==> config.mk <==
export PLATFORM = sky130hd
export DESIGN_NAME = fcmp_unit
export DESIGN_NICKNAME = d
export VERILOG_FILES = /design/src/rtl/fcmp_pkg.sv /design/src/rtl/fcmp_classify.sv /design/src/rtl/fcmp_order.sv /design/src/rtl/fcmp_status.sv /design/src/rtl/fcmp_unit.sv
export SDC_FILE = /design/constraint.sdc
export NUM_CORES = 1
export LEC_CHECK = 0
export ABC_AREA = 1
export BUFFER_PORTS_ARGS = -buffer_cell sky130_fd_sc_hd__buf_4
export CAP_MARGIN = 20
export CORE_UTILIZATION = 51
export DETAILED_ROUTE_END_ITERATION = 6
export PLACE_DENSITY = 0.89
export SLEW_MARGIN = 20
export SYNTH_ARGS = -nofsm -noshare
export SYNTH_HDL_FRONTEND = slang
export SYNTH_SLANG_ARGS = --single-unit
==> constraint.sdc <==
create_clock -name clk -period 5.7 [get_ports clk]
set_input_delay 1.14 -clock clk [delete_from_list [all_inputs] [get_ports clk]]
set_output_delay 1.14 -clock clk [all_outputs]
set_load 0.1 [all_outputs]
==> src/rtl/fcmp_pkg.sv <==
package fcmp_pkg;

    typedef enum logic [1:0] {
        KIND_NUM  = 2'd0,
        KIND_QNAN = 2'd1,
        KIND_SNAN = 2'd2
    } opnd_kind_e;

    localparam int CC_W  = 4;
    localparam int CC_LT = 3;
    localparam int CC_GT = 2;
    localparam int CC_EQ = 1;
    localparam int CC_UN = 0;

    localparam int ST_INV_EN  = 0;
    localparam int ST_CLS_LO  = 1;
    localparam int ST_CLS_HI  = 4;
    localparam int ST_SNAN_SK = 5;
    localparam int ST_VC_SK   = 6;
    localparam int ST_VX_SUM  = 7;
    localparam int ST_OP_SNAN = 8;
    localparam int ST_OP_VC   = 9;
    localparam int ST_W       = 10;

    typedef struct packed {
        logic [CC_W-1:0] cc;
        logic            op_snan;
        logic            op_vc;
    } cmp_result_t;

    function automatic logic [CC_W-1:0] cc_onehot(input int pos);
        logic [CC_W-1:0] v;
        v = '0;
        v[pos] = 1'b1;
        return v;
    endfunction

endpackage

==> src/rtl/fcmp_classify.sv <==
module fcmp_classify
    import fcmp_pkg::*;
#(
    parameter int EXP_W  = 11,
    parameter int FRAC_W = 52
) (
    input  logic [EXP_W+FRAC_W:0]   opnd_i,
    output opnd_kind_e              kind_o,
    output logic                    sign_o,
    output logic                    zero_o,
    output logic [EXP_W+FRAC_W-1:0] mag_o
);
    localparam int W = 1 + EXP_W + FRAC_W;

    logic exp_ones;
    logic frac_nz;

    always_comb begin
        exp_ones = &opnd_i[W-2:FRAC_W];
        frac_nz  = |opnd_i[FRAC_W-1:0];
        sign_o   = opnd_i[W-1];
        mag_o    = opnd_i[W-2:0];
        zero_o   = ~|opnd_i[W-2:0];
        if (exp_ones && frac_nz)
            kind_o = opnd_i[FRAC_W-1] ? KIND_QNAN : KIND_SNAN;
        else
            kind_o = KIND_NUM;
    end

endmodule

==> src/rtl/fcmp_order.sv <==
module fcmp_order #(
    parameter int MAG_W = 63
) (
    input  logic             a_sign_i,
    input  logic             a_zero_i,
    input  logic [MAG_W-1:0] a_mag_i,
    input  logic             b_sign_i,
    input  logic             b_zero_i,
    input  logic [MAG_W-1:0] b_mag_i,
    output logic             lt_o,
    output logic             gt_o,
    output logic             eq_o
);
    logic mag_lt;
    logic mag_eq;

    always_comb begin
        mag_lt = a_mag_i < b_mag_i;
        mag_eq = a_mag_i == b_mag_i;
        lt_o = 1'b0;
        gt_o = 1'b0;
        eq_o = 1'b0;
        if (a_zero_i && b_zero_i) begin
            eq_o = 1'b1;
        end else if (a_sign_i != b_sign_i) begin
            lt_o = a_sign_i;
            gt_o = b_sign_i;
        end else if (mag_eq) begin
            eq_o = 1'b1;
        end else if (!a_sign_i) begin
            lt_o = mag_lt;
            gt_o = !mag_lt;
        end else begin
            lt_o = !mag_lt;
            gt_o = mag_lt;
        end
    end

endmodule

==> src/rtl/fcmp_status.sv <==
module fcmp_status
    import fcmp_pkg::*;
(
    input  logic            clk,
    input  logic            rst,
    input  logic            acc_i,
    input  cmp_result_t     res_i,
    input  logic            inv_en_i,
    output logic            done_o,
    output logic [CC_W-1:0] cond_o,
    output logic [ST_W-1:0] status_o
);
    logic            done_q;
    logic [CC_W-1:0] cond_q;
    logic [ST_W-1:0] stat_q;

    always_ff @(posedge clk) begin
        if (rst) begin
            done_q <= 1'b0;
            cond_q <= '0;
            stat_q <= '0;
        end else begin
            done_q <= acc_i;
            if (acc_i) begin
                cond_q                       <= res_i.cc;
                stat_q[ST_CLS_HI:ST_CLS_LO]  <= res_i.cc;
                stat_q[ST_INV_EN]            <= inv_en_i;
                stat_q[ST_OP_SNAN]           <= res_i.op_snan;
                stat_q[ST_OP_VC]             <= res_i.op_vc;
                stat_q[ST_SNAN_SK]           <= stat_q[ST_SNAN_SK] | res_i.op_snan;
                stat_q[ST_VC_SK]             <= stat_q[ST_VC_SK] | res_i.op_vc;
                stat_q[ST_VX_SUM]            <= stat_q[ST_VX_SUM] | res_i.op_snan | res_i.op_vc;
            end
        end
    end

    assign done_o   = done_q;
    assign cond_o   = cond_q;
    assign status_o = stat_q;

    assert_cc_onehot_R1: assert property (@(posedge clk) disable iff (rst)
        done_q |-> ($countones(cond_q) == 1));

    assert_class_copy_R9: assert property (@(posedge clk) disable iff (rst)
        done_q |-> (stat_q[ST_CLS_HI:ST_CLS_LO] == cond_q));

    assert_sticky_hold_R10: assert property (@(posedge clk) disable iff (rst)
        !$fell(stat_q[ST_SNAN_SK]) && !$fell(stat_q[ST_VC_SK]) && !$fell(stat_q[ST_VX_SUM]));

    assert_sticky_cover_R10: assert property (@(posedge clk) disable iff (rst)
        (stat_q[ST_OP_SNAN] || stat_q[ST_OP_VC]) |-> stat_q[ST_VX_SUM]);

    assert_hold_idle_R11: assert property (@(posedge clk) disable iff (rst)
        !acc_i |=> $stable(cond_q) && $stable(stat_q));

endmodule

==> src/rtl/fcmp_unit.sv <==
module fcmp_unit
    import fcmp_pkg::*;
#(
    parameter int EXP_W  = 11,
    parameter int FRAC_W = 52
) (
    input  logic                   clk,
    input  logic                   rst,
    input  logic                   start_valid_i,
    output logic                   start_ready_o,
    input  logic [EXP_W+FRAC_W:0]  op_a_i,
    input  logic [EXP_W+FRAC_W:0]  op_b_i,
    input  logic                   ordered_i,
    input  logic                   inv_en_i,
    output logic                   done_o,
    output logic [3:0]             cond_o,
    output logic [9:0]             status_o
);
    localparam int W     = 1 + EXP_W + FRAC_W;
    localparam int MAG_W = W - 1;

    logic [W-1:0]     opnd   [2];
    opnd_kind_e       kind   [2];
    logic             sgn    [2];
    logic             zro    [2];
    logic [MAG_W-1:0] mag    [2];

    assign opnd[0] = op_a_i;
    assign opnd[1] = op_b_i;

    for (genvar i = 0; i < 2; i++) begin : g_cls
        fcmp_classify #(.EXP_W(EXP_W), .FRAC_W(FRAC_W)) u_cls (
            .opnd_i (opnd[i]),
            .kind_o (kind[i]),
            .sign_o (sgn[i]),
            .zero_o (zro[i]),
            .mag_o  (mag[i])
        );
    end

    logic lt, gt, eq;

    fcmp_order #(.MAG_W(MAG_W)) u_ord (
        .a_sign_i (sgn[0]),
        .a_zero_i (zro[0]),
        .a_mag_i  (mag[0]),
        .b_sign_i (sgn[1]),
        .b_zero_i (zro[1]),
        .b_mag_i  (mag[1]),
        .lt_o     (lt),
        .gt_o     (gt),
        .eq_o     (eq)
    );

    logic        rdy_q;
    logic        acc;
    logic        snan_any;
    logic        qnan_any;
    cmp_result_t res;

    always_ff @(posedge clk) begin
        if (rst) rdy_q <= 1'b0;
        else     rdy_q <= 1'b1;
    end

    assign acc = start_valid_i && rdy_q;

    always_comb begin
        snan_any    = (kind[0] == KIND_SNAN) || (kind[1] == KIND_SNAN);
        qnan_any    = (kind[0] == KIND_QNAN) || (kind[1] == KIND_QNAN);
        res.op_snan = 1'b0;
        res.op_vc   = 1'b0;
        if (snan_any) begin
            res.op_snan = 1'b1;
            res.op_vc   = ordered_i && !inv_en_i;
            res.cc      = cc_onehot(CC_UN);
        end else if (qnan_any) begin
            res.op_vc   = ordered_i;
            res.cc      = cc_onehot(CC_UN);
        end else if (lt) begin
            res.cc      = cc_onehot(CC_LT);
        end else if (gt) begin
            res.cc      = cc_onehot(CC_GT);
        end else begin
            res.cc      = cc_onehot(CC_EQ);
        end
    end

    fcmp_status u_stat (
        .clk      (clk),
        .rst      (rst),
        .acc_i    (acc),
        .res_i    (res),
        .inv_en_i (inv_en_i),
        .done_o   (done_o),
        .cond_o   (cond_o),
        .status_o (status_o)
    );

    assign start_ready_o = rdy_q;

    assert_order_excl_R3: assert property (@(posedge clk) disable iff (rst)
        $countones({lt, gt, eq}) == 1);

    assert_nan_unordered_R2: assert property (@(posedge clk) disable iff (rst)
        acc |=> (cond_o[CC_UN] == $past(snan_any || qnan_any)));

    assert_snan_flag_R4: assert property (@(posedge clk) disable iff (rst)
        acc |=> (status_o[ST_OP_SNAN] == $past(snan_any)));

    assert_vc_masked_R5: assert property (@(posedge clk) disable iff (rst)
        (done_o && status_o[ST_INV_EN] && status_o[ST_OP_SNAN]) |-> !status_o[ST_OP_VC]);

    assert_done_pulse_R11: assert property (@(posedge clk) disable iff (rst)
        done_o |-> $past(acc));

endmodule

After elaboration in Yosys (flattened, before gate mapping)
Cells that the tools add are included. Widths: inputs -> output; s select.

Flip-flop bits (word level): 16. Input port bits: 133. Output and inout bits: 16. Logic and storage cells: 52.

Order comparisons: 1. Equal/unequal tests: 6. Muxes and demuxes: 20. Bitwise logic cells: 4. Reduce and logical (&&, ||, !) cells: 17.

Operator list (number): $reduce_or 63->1 (2); $reduce_or 52->1 (2); $eq 63x63->1 (1); $lt 63x63->1 (1); $reduce_and 11->1 (2); $mux 1 (12); $mux 4 (3); $mux 2 (4); $logic_and 1x1->1 (5); $eq 2x1->1 const B (2); $eq 2x2->1 const B (2); $logic_not 1->1 (4); $or 1x1->1 (4); $mux 3 (1); $logic_or 1x1->1 (2); $ne 1x1->1 (1).

Depth between registers and ports, before layout
Gate-level depths: netlist (run 1).

Depth in word-level cells: 10. Depth in mapped cells: 20. Gate-level depth less buffers: 20.

Hierarchy
Synthesis (run 1) repeated with hierarchy kept, for this count alone.

Cell total of the unflattened synthesis: 650. Area total of the unflattened synthesis: 3930.0 sq um.

By module, submodules not included: fcmp_order (instances 1, cells each 326, area an instance 1939.4 sq um, sequential area each 0.0 sq um); fcmp_classify (instances 2, cells each 127, area an instance 735.7 sq um, sequential area each 0.0 sq um); fcmp_status (instances 1, cells each 47, area an instance 382.9 sq um, sequential area each 220.2 sq um); fcmp_unit (instances 1, cells each 23, area an instance 136.4 sq um, sequential area each 20.0 sq um).

Worst setup path before layout (run 1)
OpenSTA, ideal clock, no wires.

Kind: input to register. Start point: input port op_b_i[62]. End point: register u_stat.stat_q[3] (netlist: u_stat.status_o[3]). Library setup time: 128 ps. Arrival time: 2502 ps. Required time: 5572 ps. Path slack: 3070 ps. Stages: 19. Buffers on the path: 0. Path through: inv_1 > ha_1 > nand2_1 > nor2_2 > inv_2 > nor2_4 > nand2_4 > nor2_4 > nand2_1 > nand2_1 > nor2_1 > nand2_1 > nand2_2 > nand2_2 > nand2_1 > nand2_1 > nor2_1 > nor2_1 > nor2_1.

Cells in the longest elaborated chain, start to end: 10. Elaborated cells on any way between the ends: 25. Classes of those cells: order compare: 1; eq/ne: 3; mux: 13; reduce/logical: 8.

Ends and longest elaborated chain: from (decl) (line fcmp_unit.sv:12) `input logic [EXP_W+FRAC_W:0] op_b_i,`; $lt 63x63->1 (line fcmp_order.sv:18) `mag_lt = a_mag_i < b_mag_i;`; $logic_not 1->1 (line fcmp_order.sv:32, fcmp_order.sv:34); $mux 1 (line fcmp_order.sv:30) `end else if (!a_sign_i) begin`; $mux 1 (line fcmp_order.sv:28) `end else if (mag_eq) begin`; $mux 1 (line fcmp_order.sv:25) `end else if (a_sign_i != b_sign_i) begin`; $mux 1 (line fcmp_order.sv:23) `if (a_zero_i && b_zero_i) begin`; $mux 3 (line fcmp_unit.sv:82) `end else if (gt) begin`; $mux 4 (line fcmp_unit.sv:80) `end else if (lt) begin`; $mux 4 (line fcmp_unit.sv:77) `end else if (qnan_any) begin`; $mux 4 * (line fcmp_unit.sv:73) `if (snan_any) begin`; to (signal, indexed assignment) (line fcmp_status.sv:30) `stat_q[ST_SNAN_SK] <= stat_q[ST_SNAN_SK] | res_i.op_snan;`; to (signal, indexed assignment) (line fcmp_status.sv:31) `stat_q[ST_VC_SK] <= stat_q[ST_VC_SK] | res_i.op_vc;`; to (signal, indexed assignment) (line fcmp_status.sv:32) `stat_q[ST_VX_SUM] <= stat_q[ST_VX_SUM] | res_i.op_snan | res_i.op_vc;`; to (decl) (line fcmp_status.sv:15) `logic [ST_W-1:0] stat_q;`.

Mark *: on every way between the ends. The rest lies on a longest branch, timed or not. A chain may end at the register's enable or synchronous reset.

Worst setup path after layout (run 1)
Start point: input port op_b_i[46]. End point: register u_stat.stat_q[3] (netlist: u_stat.status_o[3]).

Same word-level chain as after synthesis.

==> results of run 1 <==
==> worst max-delay path by stage <==
stage,slack (ns),cells past startpoint,from,endpoint
2_1_floorplan,3.07,19,op_b_i[62],u_stat.status_o[3]
3_3_place_gp,2.85,19,op_a_i[26],u_stat.status_o[3]
3_5_place_dp,2.80,18,op_b_i[46],u_stat.status_o[3]
4_1_cts,3.06,18,op_b_i[46],u_stat.status_o[3]
5_1_grt,2.83,16,op_b_i[46],u_stat.status_o[3]
6_report,3.05,18,op_b_i[46],u_stat.status_o[3]
==> logic make-up after synthesis <==
group                    after synthesis  share of synthesized area (%)
AO/OA/AOI/OAI                         56                          10.57
adder cells (fa/ha/maj)               63                          27.74
buffers and inverters                106                          14.53
flip-flops                            12                          8.454
AND/OR/NAND/NOR                      242                          38.71
==> power by group through the flow <==
stage	combinational, mW	clock, mW	sequential, mW
5_1_grt	0.285	0.0993	0.0882
3_5_place_dp	0.251	0	0.0897
2_1_floorplan	0.122	0	0.106
6_report	0.254	0.0924	0.0880
3_3_place_gp	0.243	0	0.0896
4_1_cts	0.253	0.0944	0.0880
==> area by class of cell <==
class | count | area share [%]
multi-input combinational | 361 | 53.88
timing repair buffer | 148 | 27.36
inverter | 101 | 9.335
sequential | 12 | 5.915
tap | 70 | 2.156
clock buffer | 4 | 1.356
==> per-layer routing <==
metal / routed length, um / up-vias / part of all wire (%) / GRT usage (%)
li1: - / 1842 / - / -
met4: 121 / 0 / 1.4 / 6.538
met5: 0 / - / 0 / 0
met1: 3610 / 1579 / 43 / 33.98
met2: 4173 / 129 / 50 / 54.86
met3: 514 / 12 / 6.1 / 3.593
==> Yosys cell counts <==
cell and count:
a21boi_0 1, a21o_1 3, a21oi_1 35, and2_1 1, and3_1 1, buf_4 4, clkbuf_1 1, dfxtp_1 12
ha_1 63, inv_1 99, inv_2 2, nand2_1 98, nand2_2 4, nand2_4 1, nand3_1 12, nand3_2 2
nand3b_1 2, nand4_1 26, nor2_1 70, nor2_2 5, nor2_4 2, nor3_1 9, nor3_2 2, nor4_1 6
o21a_1 3, o21ai_0 11, o21ai_1 2, o31ai_1 1, or2_2 1
==> worst max-delay path: cells and delay by family <==
family | cells | cell delay, ns
and+or+nand+nor | 15 | 1.23
adders and majority gates | 1 | 0.29
buffers and inverters | 2 | 0.13
==> flip-flops by register name, indices dropped and copies added (netlist names) <==
register         count
start_ready_o        1
u_stat.done_o        1
u_stat.status_o     10
==> flow_metrics.tcl, run 1 <==
set metrics [dict create \
    via_per_inst 5.118 \
    portBuffers 148 \
    dp_slack_ns 2.801 \
    setup_viol 0 \
    crit_type "input pin to flop" \
    totalWireLength_mm 8.420 \
    seqPwrFrac_pct 20.3 \
    period_needed_ns 2.646 \
    setup_tns_ns 0 \
    drive_above_1_share_pct 27.32 \
    crit_arrival_ns 2.79 \
    grt_max_degree 11 \
    timing.fmax_mhz 378.0 \
    synth_top_area_share_pct 27.74 \
    syn_avg_cell_area_um2 5.932 \
    worst_slew_pin_slew_ns 0.3589 \
    antenna_found_initial 0 \
    post_cts_buffers 0 \
    synthCells 479 \
    multi_input_area_mm2 0.002188 \
    fp.dieArea_mm2 0.005874 \
    rr_endpoint "u_stat.status_o[6]" \
    synth_cell_types 29 \
    clk_pin_slew_worst_paths_ns 0.05 \
    worst_slack_ns 3.054 \
    layout_commonest_cell "buf_4" \
    final-max-slew-violation-count 0 \
    rsz0062_at_grt "false" \
    timing.final.crit_share_pct 46.41 \
    dpl-instance-area_mm2 0.004006 \
    critPathSlowestCell "ha_1" \
    wire_per_inst_um 12.10 \
    drt-initial-drc-count 163 \
    grt.overflow.total 0 \
    comb_power_share_pct 58.4 \
    chipHeight_um 76.64 \
    timing.reg2reg.setup_slack_ns 4.43 \
    clock_latency_ns 0.24 \
    grt_pass1_wl_mm 14.32 \
    cts-resized-gates 0 \
    cts.sinks 12 \
    hp-class "flop to flop" \
    numCtsBuffers 3 \
    cts_tree "built" \
    r2r-start "start_ready_o" \
    post-route-cell-area_mm2 0.004061 \
    place_hpwl_mm 7.620 \
    num_vias 3562 \
    postLayoutCoreUtil_pct 77.54 \
    fin_hold_ws_ns 0.4692 \
    cp_data_required_time_ns 5.84 \
    final_cell_mix "buf_4, inv_1, nand2_1, nor2_1, ha_1" \
    crit_top_cell "nand2_1" \
    die-width_um 76.64 \
    crit_fanout 3 \
    placed_cells 692 \
    min-delay-start "u_stat.status_o[8]" \
    intPower_mw 0.2648 \
    clock_skew_ns 0.004578 \
    outcome "completed" \
    holdPathStages 2 \
    synth_area_leader_cell "ha_1" \
    fin_nets 823 \
    seq_area_um2 240.2 \
    path_cells "buf_4, inv_1, ha_1, nand2_1, nor2_1, nand4_1, nor2_4, nand2_1, nand2_1, nor2_1, nand2_1, nand2_2, nand2_2, nand2_1, nand2_1, nor2_1, nor2_1, nor2_1" \
    fin_cells 696 \
    syn_to_final_growth_pct 42.93 \
    startpoint_type "input pin" \
    postCtsHoldBufs 0 \
    swShare_pct 38.98 \
    htreeDepth 1 \
    relSlewSlack_pct 75.85 \
    drc 0 \
    max-cap-violations 0 \
    ant_nets 0 \
    io-pin-count 149 \
    min_to "u_stat.status_o[8]" \
    power_leakage_nw 2.368 \
    core_mm2 0.005238 \
    grt_usage_pct 28.89 \
    ys_warn_count 0 \
    peakVddDrop_uv 108.9 \
    clock_path_buffers 2 \
    endpoint_kind "flop" \
    row_count 26 \
    cts_root_buffer "clkbuf_8" \
    grt_pass1_vias 3544 \
    ys_seq_elements 12 \
    synth.cell_area_mm2 0.002841 \
    p_per_area_mw_per_mm2 106.9 \
    fillCellCount 451 \
    clockPowerShare_pct 21.3 \
    synth_nets 675 \
    start_util_pct 54.25 \
    rr_worst_depth 5 \
    firstDrtPassIters 5 \
    place_congestion 0.9438 \
    synthTopCellsByArea "ha_1, inv_1, nand2_1" \
    finalPower_mw 0.4340 \
    finalHoldViolCount 0 \
    switchingPower_mw 0.1692 \
    synth-seq-area-share_pct 8.454 \
    cpPeakStageDelay_ns 0.29 \
    n_antenna_cell 0 \
]
No activity file was read; power rests on OpenSTA's default activity.
==> run 2: changes to the inputs <==
--- a/config.mk
+++ b/config.mk
@@ -8,9 +8,9 @@
 export ABC_AREA = 1
 export BUFFER_PORTS_ARGS = -buffer_cell sky130_fd_sc_hd__buf_4
 export CAP_MARGIN = 20
-export CORE_UTILIZATION = 51
+export CORE_UTILIZATION = 47
 export DETAILED_ROUTE_END_ITERATION = 6
-export PLACE_DENSITY = 0.89
+export PLACE_DENSITY = 0.83
 export SLEW_MARGIN = 20
 export SYNTH_ARGS = -nofsm -noshare
 export SYNTH_HDL_FRONTEND = slang
==> constraint.sdc (replaced) <==
create_clock -name clk -period 2.5 [get_ports clk]
set_input_delay 0.5 -clock clk [delete_from_list [all_inputs] [get_ports clk]]
set_output_delay 0.5 -clock clk [all_outputs]
set_load 0.1 [all_outputs]
==> run 2 against run 1 <==
  * Non-clock buffer count up 1
  * Critical path depth down 2
  * Routed wire length about the same
  * Clock skew down 0.0041 ns
  * Via count down 1.5%
  * Die area up 8.3%
  * Register-to-register slack worse by 3.2 ns
  * Core utilization down 6.0 points
  * Total power up 120%
  * Clock-buffer cell count down 1
==> flow_metrics.tcl, run 2 (synthesized netlist as in run 1, its figures left out) <==
set metrics [dict create \
    place_hpwl_mm 7.668 \
    outcome "completed" \
    holdPathStages 2 \
    final-max-slew-violation-count 0 \
    finalHoldViolCount 0 \
    drc 0 \
    cts_root_buffer "clkbuf_8" \
    cp.buffers_inverters 2 \
    path_cells "buf_4, inv_1, ha_1, nand2_1, nor2_1, nand4_1, nor3_1, nand2_1, nand2_1, nand2_2, nand2_2, nand2_1, nand2_1, nor2_1, nor2_1, nor2_1" \
    timing.final.crit_share_pct 82.86 \
    clock_latency_ns 0.24 \
    switchingPower_mw 0.3788 \
    period_needed_ns 2.072 \
    numCtsBuffers 3 \
    clock_path_buffers 2 \
    cp.depth 16 \
    rr_worst_depth 5 \
    chipHeight_um 79.76 \
    crit_arrival_ns 2.20 \
    hp-class "flop to flop" \
    final_cell_mix "buf_4, inv_1, nand2_1, nor2_1, ha_1" \
    timing.fmax_mhz 482.7 \
    postCtsHoldBufs 0 \
    cpPeakStageDelay_ns 0.29 \
    start_util_pct 50.07 \
    row_count 27 \
    rsz0062_at_grt "false" \
    drive_above_1_share_pct 27.32 \
    comb_power_share_pct 61.1 \
    firstDrtPassIters 4 \
    grt_pass1_vias 3295 \
    cp_data_required_time_ns 2.63 \
    critPathSlowestCell "ha_1" \
    swShare_pct 39.89 \
    fillCellCount 482 \
    drt-initial-drc-count 104 \
    endpoint_kind "flop" \
    cts-resized-gates 0 \
    grt_max_degree 11 \
    grt.overflow.total 0 \
    crit_top_cell "nand2_1" \
    relSlewSlack_pct 75.36 \
    io-pin-count 149 \
    clockPowerShare_pct 17.7 \
    htreeDepth 1 \
    core_mm2 0.005675 \
    seqPwrFrac_pct 21.1 \
    p_per_area_mw_per_mm2 234.0 \
    portBuffers 148 \
    intPower_mw 0.5707 \
    path_delay_family "simple AND/OR/NAND/NOR gates" \
    crit_fanout 3 \
    setup_tns_ns 0 \
    place_congestion 0.8687 \
    fin_nets 824 \
    grt_pass1_wl_mm 13.72 \
    antenna_found_initial 0 \
    totalWireLength_mm 8.424 \
    layout_commonest_cell "buf_4" \
    crit_type "input pin to flop" \
    n_antenna_cell 0 \
    clk_pin_slew_worst_paths_ns 0.05 \
    power_leakage_nw 2.365 \
    largest_reg_flops 10 \
    post_cts_buffers 0 \
    wire_per_inst_um 12.07 \
    cts_tree "built" \
    clock_skew_ns 0.0004744 \
    via_per_inst 5.024 \
    syn_to_final_growth_pct 42.80 \
    placed_cells 695 \
    worst_slew_pin_slew_ns 0.3662 \
    max-cap-violations 0 \
    fp.dieArea_mm2 0.006361 \
    peakVddDrop_uv 342.8 \
    fin_cells 698 \
    startpoint_type "input pin" \
    cts.sinks 12 \
    num_vias 3507 \
    grt_usage_pct 26.42 \
    die-width_um 79.76 \
    setup_viol 0 \
    ant_nets 0 \
]
run 2: changes by cell type in the layout (fill, tap and decap cells not counted), sizes merged:
cell    previous run  this run
buf              148       149
clkbuf             4         3
run 2: stage by stage:
step | util, % | hold WS [ns] | worst slack [ns] | instance area (um2) | total power, mW
finish | 71.49 | 0.4574 | 0.4284 | 4058 | 0.9495
CTS | 71.49 | 0.4634 | 0.4378 | 4058 | 0.9496
global placement | 70.77 | 0.4417 | 0.2689 | 4016 | 0.7690
detailed placement | 70.77 | 0.4513 | 0.2017 | 4016 | 0.7808
global route | 71.49 | 0.4981 | 0.2529 | 4058 | 1.030
floorplan | - | 0.6667 | 0.5040 | 2841 | 0.5202
run 2: power groups by stage:
stage	Clock, mW	Combinational [mW]	Sequential, mW
floorplan	0	0.278	0.242
global placement	0	0.565	0.204
detailed placement	0	0.577	0.204
CTS	0.170	0.580	0.201
global route	0.180	0.650	0.201
finish	0.169	0.581	0.200
run 2: layout make-up:
| cell class | count | area [um2] | share of cell area, % |
|---|---|---|---|
| Sequential cell | 12 | 240.2 | 5.920 |
| Tap cell | 72 | 90.09 | 2.220 |
| Timing Repair Buffer | 149 | 1119 | 27.57 |
| Inverter | 101 | 379.1 | 9.343 |
| Multi-Input combinational cell | 361 | 2188 | 53.93 |
| Clock buffer | 3 | 41.29 | 1.018 |
run 2: worst paths after layout:
kind,start,to,slack [ns]
worst min-delay path,u_stat.status_o[6],u_stat.status_o[6],0.46
worst min register to register,u_stat.status_o[6],u_stat.status_o[6],0.46
worst max register to register,start_ready_o,u_stat.status_o[7],1.25
worst max-delay path,op_b_i[46],u_stat.status_o[3],0.43
run 2: routing by layer:
metal / track usage [%] / part of all wire (%) / vias up
met5: 0 / 0 / -
met4: 7.500 / 1.2 / 0
met3: 1.943 / 5.0 / 12
met2: 47.86 / 49 / 118
met1: 33.13 / 45 / 1534
li1: - / - / 1843
run 2: worst min-delay path: cells and delay by family, from the launching register on:
kind / cells / cell delay, ns
buffers and inverters: 1 / 0.05
AOI/OAI and AO/OA: 1 / 0.05
DFF: 1 / 0.30
==> run 3: changes to the inputs <==
==> constraint.sdc (replaced) <==
create_clock -name clk -period 2.1 [get_ports clk]
set_input_delay 0.42 -clock clk [delete_from_list [all_inputs] [get_ports clk]]
set_output_delay 0.42 -clock clk [all_outputs]
set_load 0.1 [all_outputs]
==> run 3 against run 2 <==
  * Cell area increased by 9.2%
  * Routed wire length is 8.3% higher
  * First-iteration DRC count increased by 25%
  * Worst hold slack worse by 0.033 ns
  * Non-clock buffer count up 14
  * Cell count rose by 2.1%
  * Clock skew rose by 0.0029 ns
  * Critical path depth rose by 4
  * Core utilization up 6.6 points
  * Total power is 35% higher
  * Setup slack worse by 0.27 ns
==> flow_metrics.tcl, run 3 (synthesized netlist as in run 1, its figures left out) <==
set metrics [dict create \
    outcome "completed" \
    cp_data_required_time_ns 2.23 \
    grt_pass1_wl_mm 13.93 \
    htreeDepth 1 \
    n_antenna_cell 0 \
    cts_root_buffer "clkbuf_8" \
    seqPwrFrac_pct 18.7 \
    num_vias 3665 \
    startpoint_type "input pin" \
    power_leakage_nw 2.447 \
    grt_usage_pct 26.70 \
    grt_max_degree 11 \
    switchingPower_mw 0.5101 \
    crit_type "input pin to flop" \
    chipHeight_um 79.76 \
    final_cell_mix "buf_4, nand2_1, inv_1, nor2_1, ha_1" \
    critPathSlowestCell "ha_4" \
    p_per_area_mw_per_mm2 288.3 \
    cts_tree "built" \
    totalWireLength_mm 9.127 \
    place_hpwl_mm 7.690 \
    endpoint_kind "flop" \
    timing.fmax_mhz 514.4 \
    relSlewSlack_pct 74.24 \
    intPower_mw 0.7675 \
    die-width_um 79.76 \
    peakVddDrop_uv 437.9 \
    drt-initial-drc-count 130 \
    clock_skew_ns 0.003326 \
    ant_nets 0 \
    start_util_pct 50.07 \
    via_per_inst 5.140 \
    max-cap-violations 0 \
    cp.buffers_inverters 3 \
    final-max-slew-violation-count 0 \
    clock_latency_ns 0.24 \
    portBuffers 148 \
    crit_fanout 3 \
    comb_power_share_pct 61.8 \
    fin_nets 838 \
    place_congestion 0.9397 \
    finalHoldViolCount 0 \
    timing.reg2reg.setup_slack_ns 0.81 \
    syn_to_final_growth_pct 55.97 \
    io-pin-count 149 \
    finalPower_mw 1.278 \
    timing.final.crit_share_pct 92.57 \
    row_count 27 \
    swShare_pct 39.92 \
    path_cells "buf_4, inv_2, ha_4, nand2_1, nor2_2, inv_2, nor2_4, nand2_4, nor2_4, nand2_1, nand2_1, nor2_2, nand2_2, nand2_2, nand2_2, nand2_1, nand2_1, nor2_1, nor2_1, nor2_1" \
    hp-class "input pin to flop" \
    largest_reg_flops 10 \
    cts.sinks 12 \
    clock_path_buffers 2 \
    antenna_found_initial 0 \
    worst_slew_pin_slew_ns 0.3828 \
    setup_viol 0 \
    fp.dieArea_mm2 0.006361 \
    core_mm2 0.005675 \
    grt_pass1_vias 3450 \
    period_needed_ns 1.944 \
    drc 0 \
    grt.overflow.total 0 \
    crit_top_cell "nand2_1" \
    cpPeakStageDelay_ns 0.26 \
    postCtsHoldBufs 0 \
    fillCellCount 440 \
    path_delay_family "simple AND/OR/NAND/NOR gates" \
    clockPowerShare_pct 19.6 \
    fin_hold_ws_ns 0.4246 \
    firstDrtPassIters 4 \
    drive_above_1_share_pct 36.04 \
    numCtsBuffers 3 \
    crit_arrival_ns 2.08 \
    layout_commonest_cell "buf_4" \
    wire_per_inst_um 12.80 \
    clk_pin_slew_worst_paths_ns 0.05 \
]
==> run 3: changes by cell type in the layout (fill, tap and decap cells not counted), moves of 3 or more <==
cell     before  now
a21oi_1      35   32
a21oi_2       0    3
buf_4       149  163
ha_1         63   49
ha_4          0   14
inv_1        99   88
inv_2         2   12
nand2_1      98   89
nand2_2       4   12
nor2_1       70   65
nor2_2        5    9
==> run 3: layer usage <==
| metal | up-vias | global-route usage [%] | wire length, um |
|---|---|---|---|
| li1 | 1875 | - | - |
| met1 | 1655 | 34.27 | 4053 |
| met2 | 123 | 49.66 | 4500 |
| met3 | 12 | 0.6857 | 465 |
| met4 | 0 | 4.821 | 107 |
| met5 | - | 0 | 0 |
==> run 3: what timing repair did <==
action                                  4_1_cts  5_1_grt
hold endpoints to repair                      0        0
endpoints found under the setup margin        0        2
setup buffers                                 0        2
gates resized for setup                       0       50
==> run 3: worst paths after layout <==
path                            from                 end  cells past startpoint
setup / recovery          op_b_i[60]  u_stat.status_o[3]                     20
hold / removal                   rst  u_stat.status_o[9]                      2
setup reg to reg       start_ready_o  u_stat.status_o[1]                      5
hold reg to reg   u_stat.status_o[6]  u_stat.status_o[6]                      2
==> run 3: final cells by class <==
type | count | area (um2) | area share (%)
timing repair buffer | 163 | 1224 | 27.61
clock buffer | 4 | 55.05 | 1.242
inverter | 101 | 381.6 | 8.611
sequential | 12 | 240.2 | 5.421
multi-input combinational | 361 | 2441 | 55.08
tap | 72 | 90.09 | 2.033
==> run 3: power groups by stage <==
| stage | Clock [mW] | Sequential (mW) | Combinational, mW |
|---|---|---|---|
| after floorplan | 0 | 0.289 | 0.331 |
| after global placement | 0 | 0.243 | 0.687 |
| after detailed placement | 0 | 0.243 | 0.702 |
| after CTS | 0.250 | 0.239 | 0.706 |
| after global routing | 0.261 | 0.239 | 0.872 |
| final | 0.250 | 0.238 | 0.789 |
==> run 3: metrics by stage <==
step / instance area, um2 / TNS, ns / instances / setup slack (ns) / utilization, %
3_5_place_dp: 4106 / -0.06757 / 707 / -0.06757 / 72.35
6_report: 4432 / 0 / 713 / 0.1560 / 78.09
4_1_cts: 4161 / 0 / 711 / 0.1727 / 73.32
5_1_grt: 4432 / -0.02290 / 713 / -0.02290 / 78.09
3_3_place_gp: 4106 / -0.03327 / 707 / -0.03327 / 72.35
2_1_floorplan: 2841 / 0 / 479 / 0.1040 / -
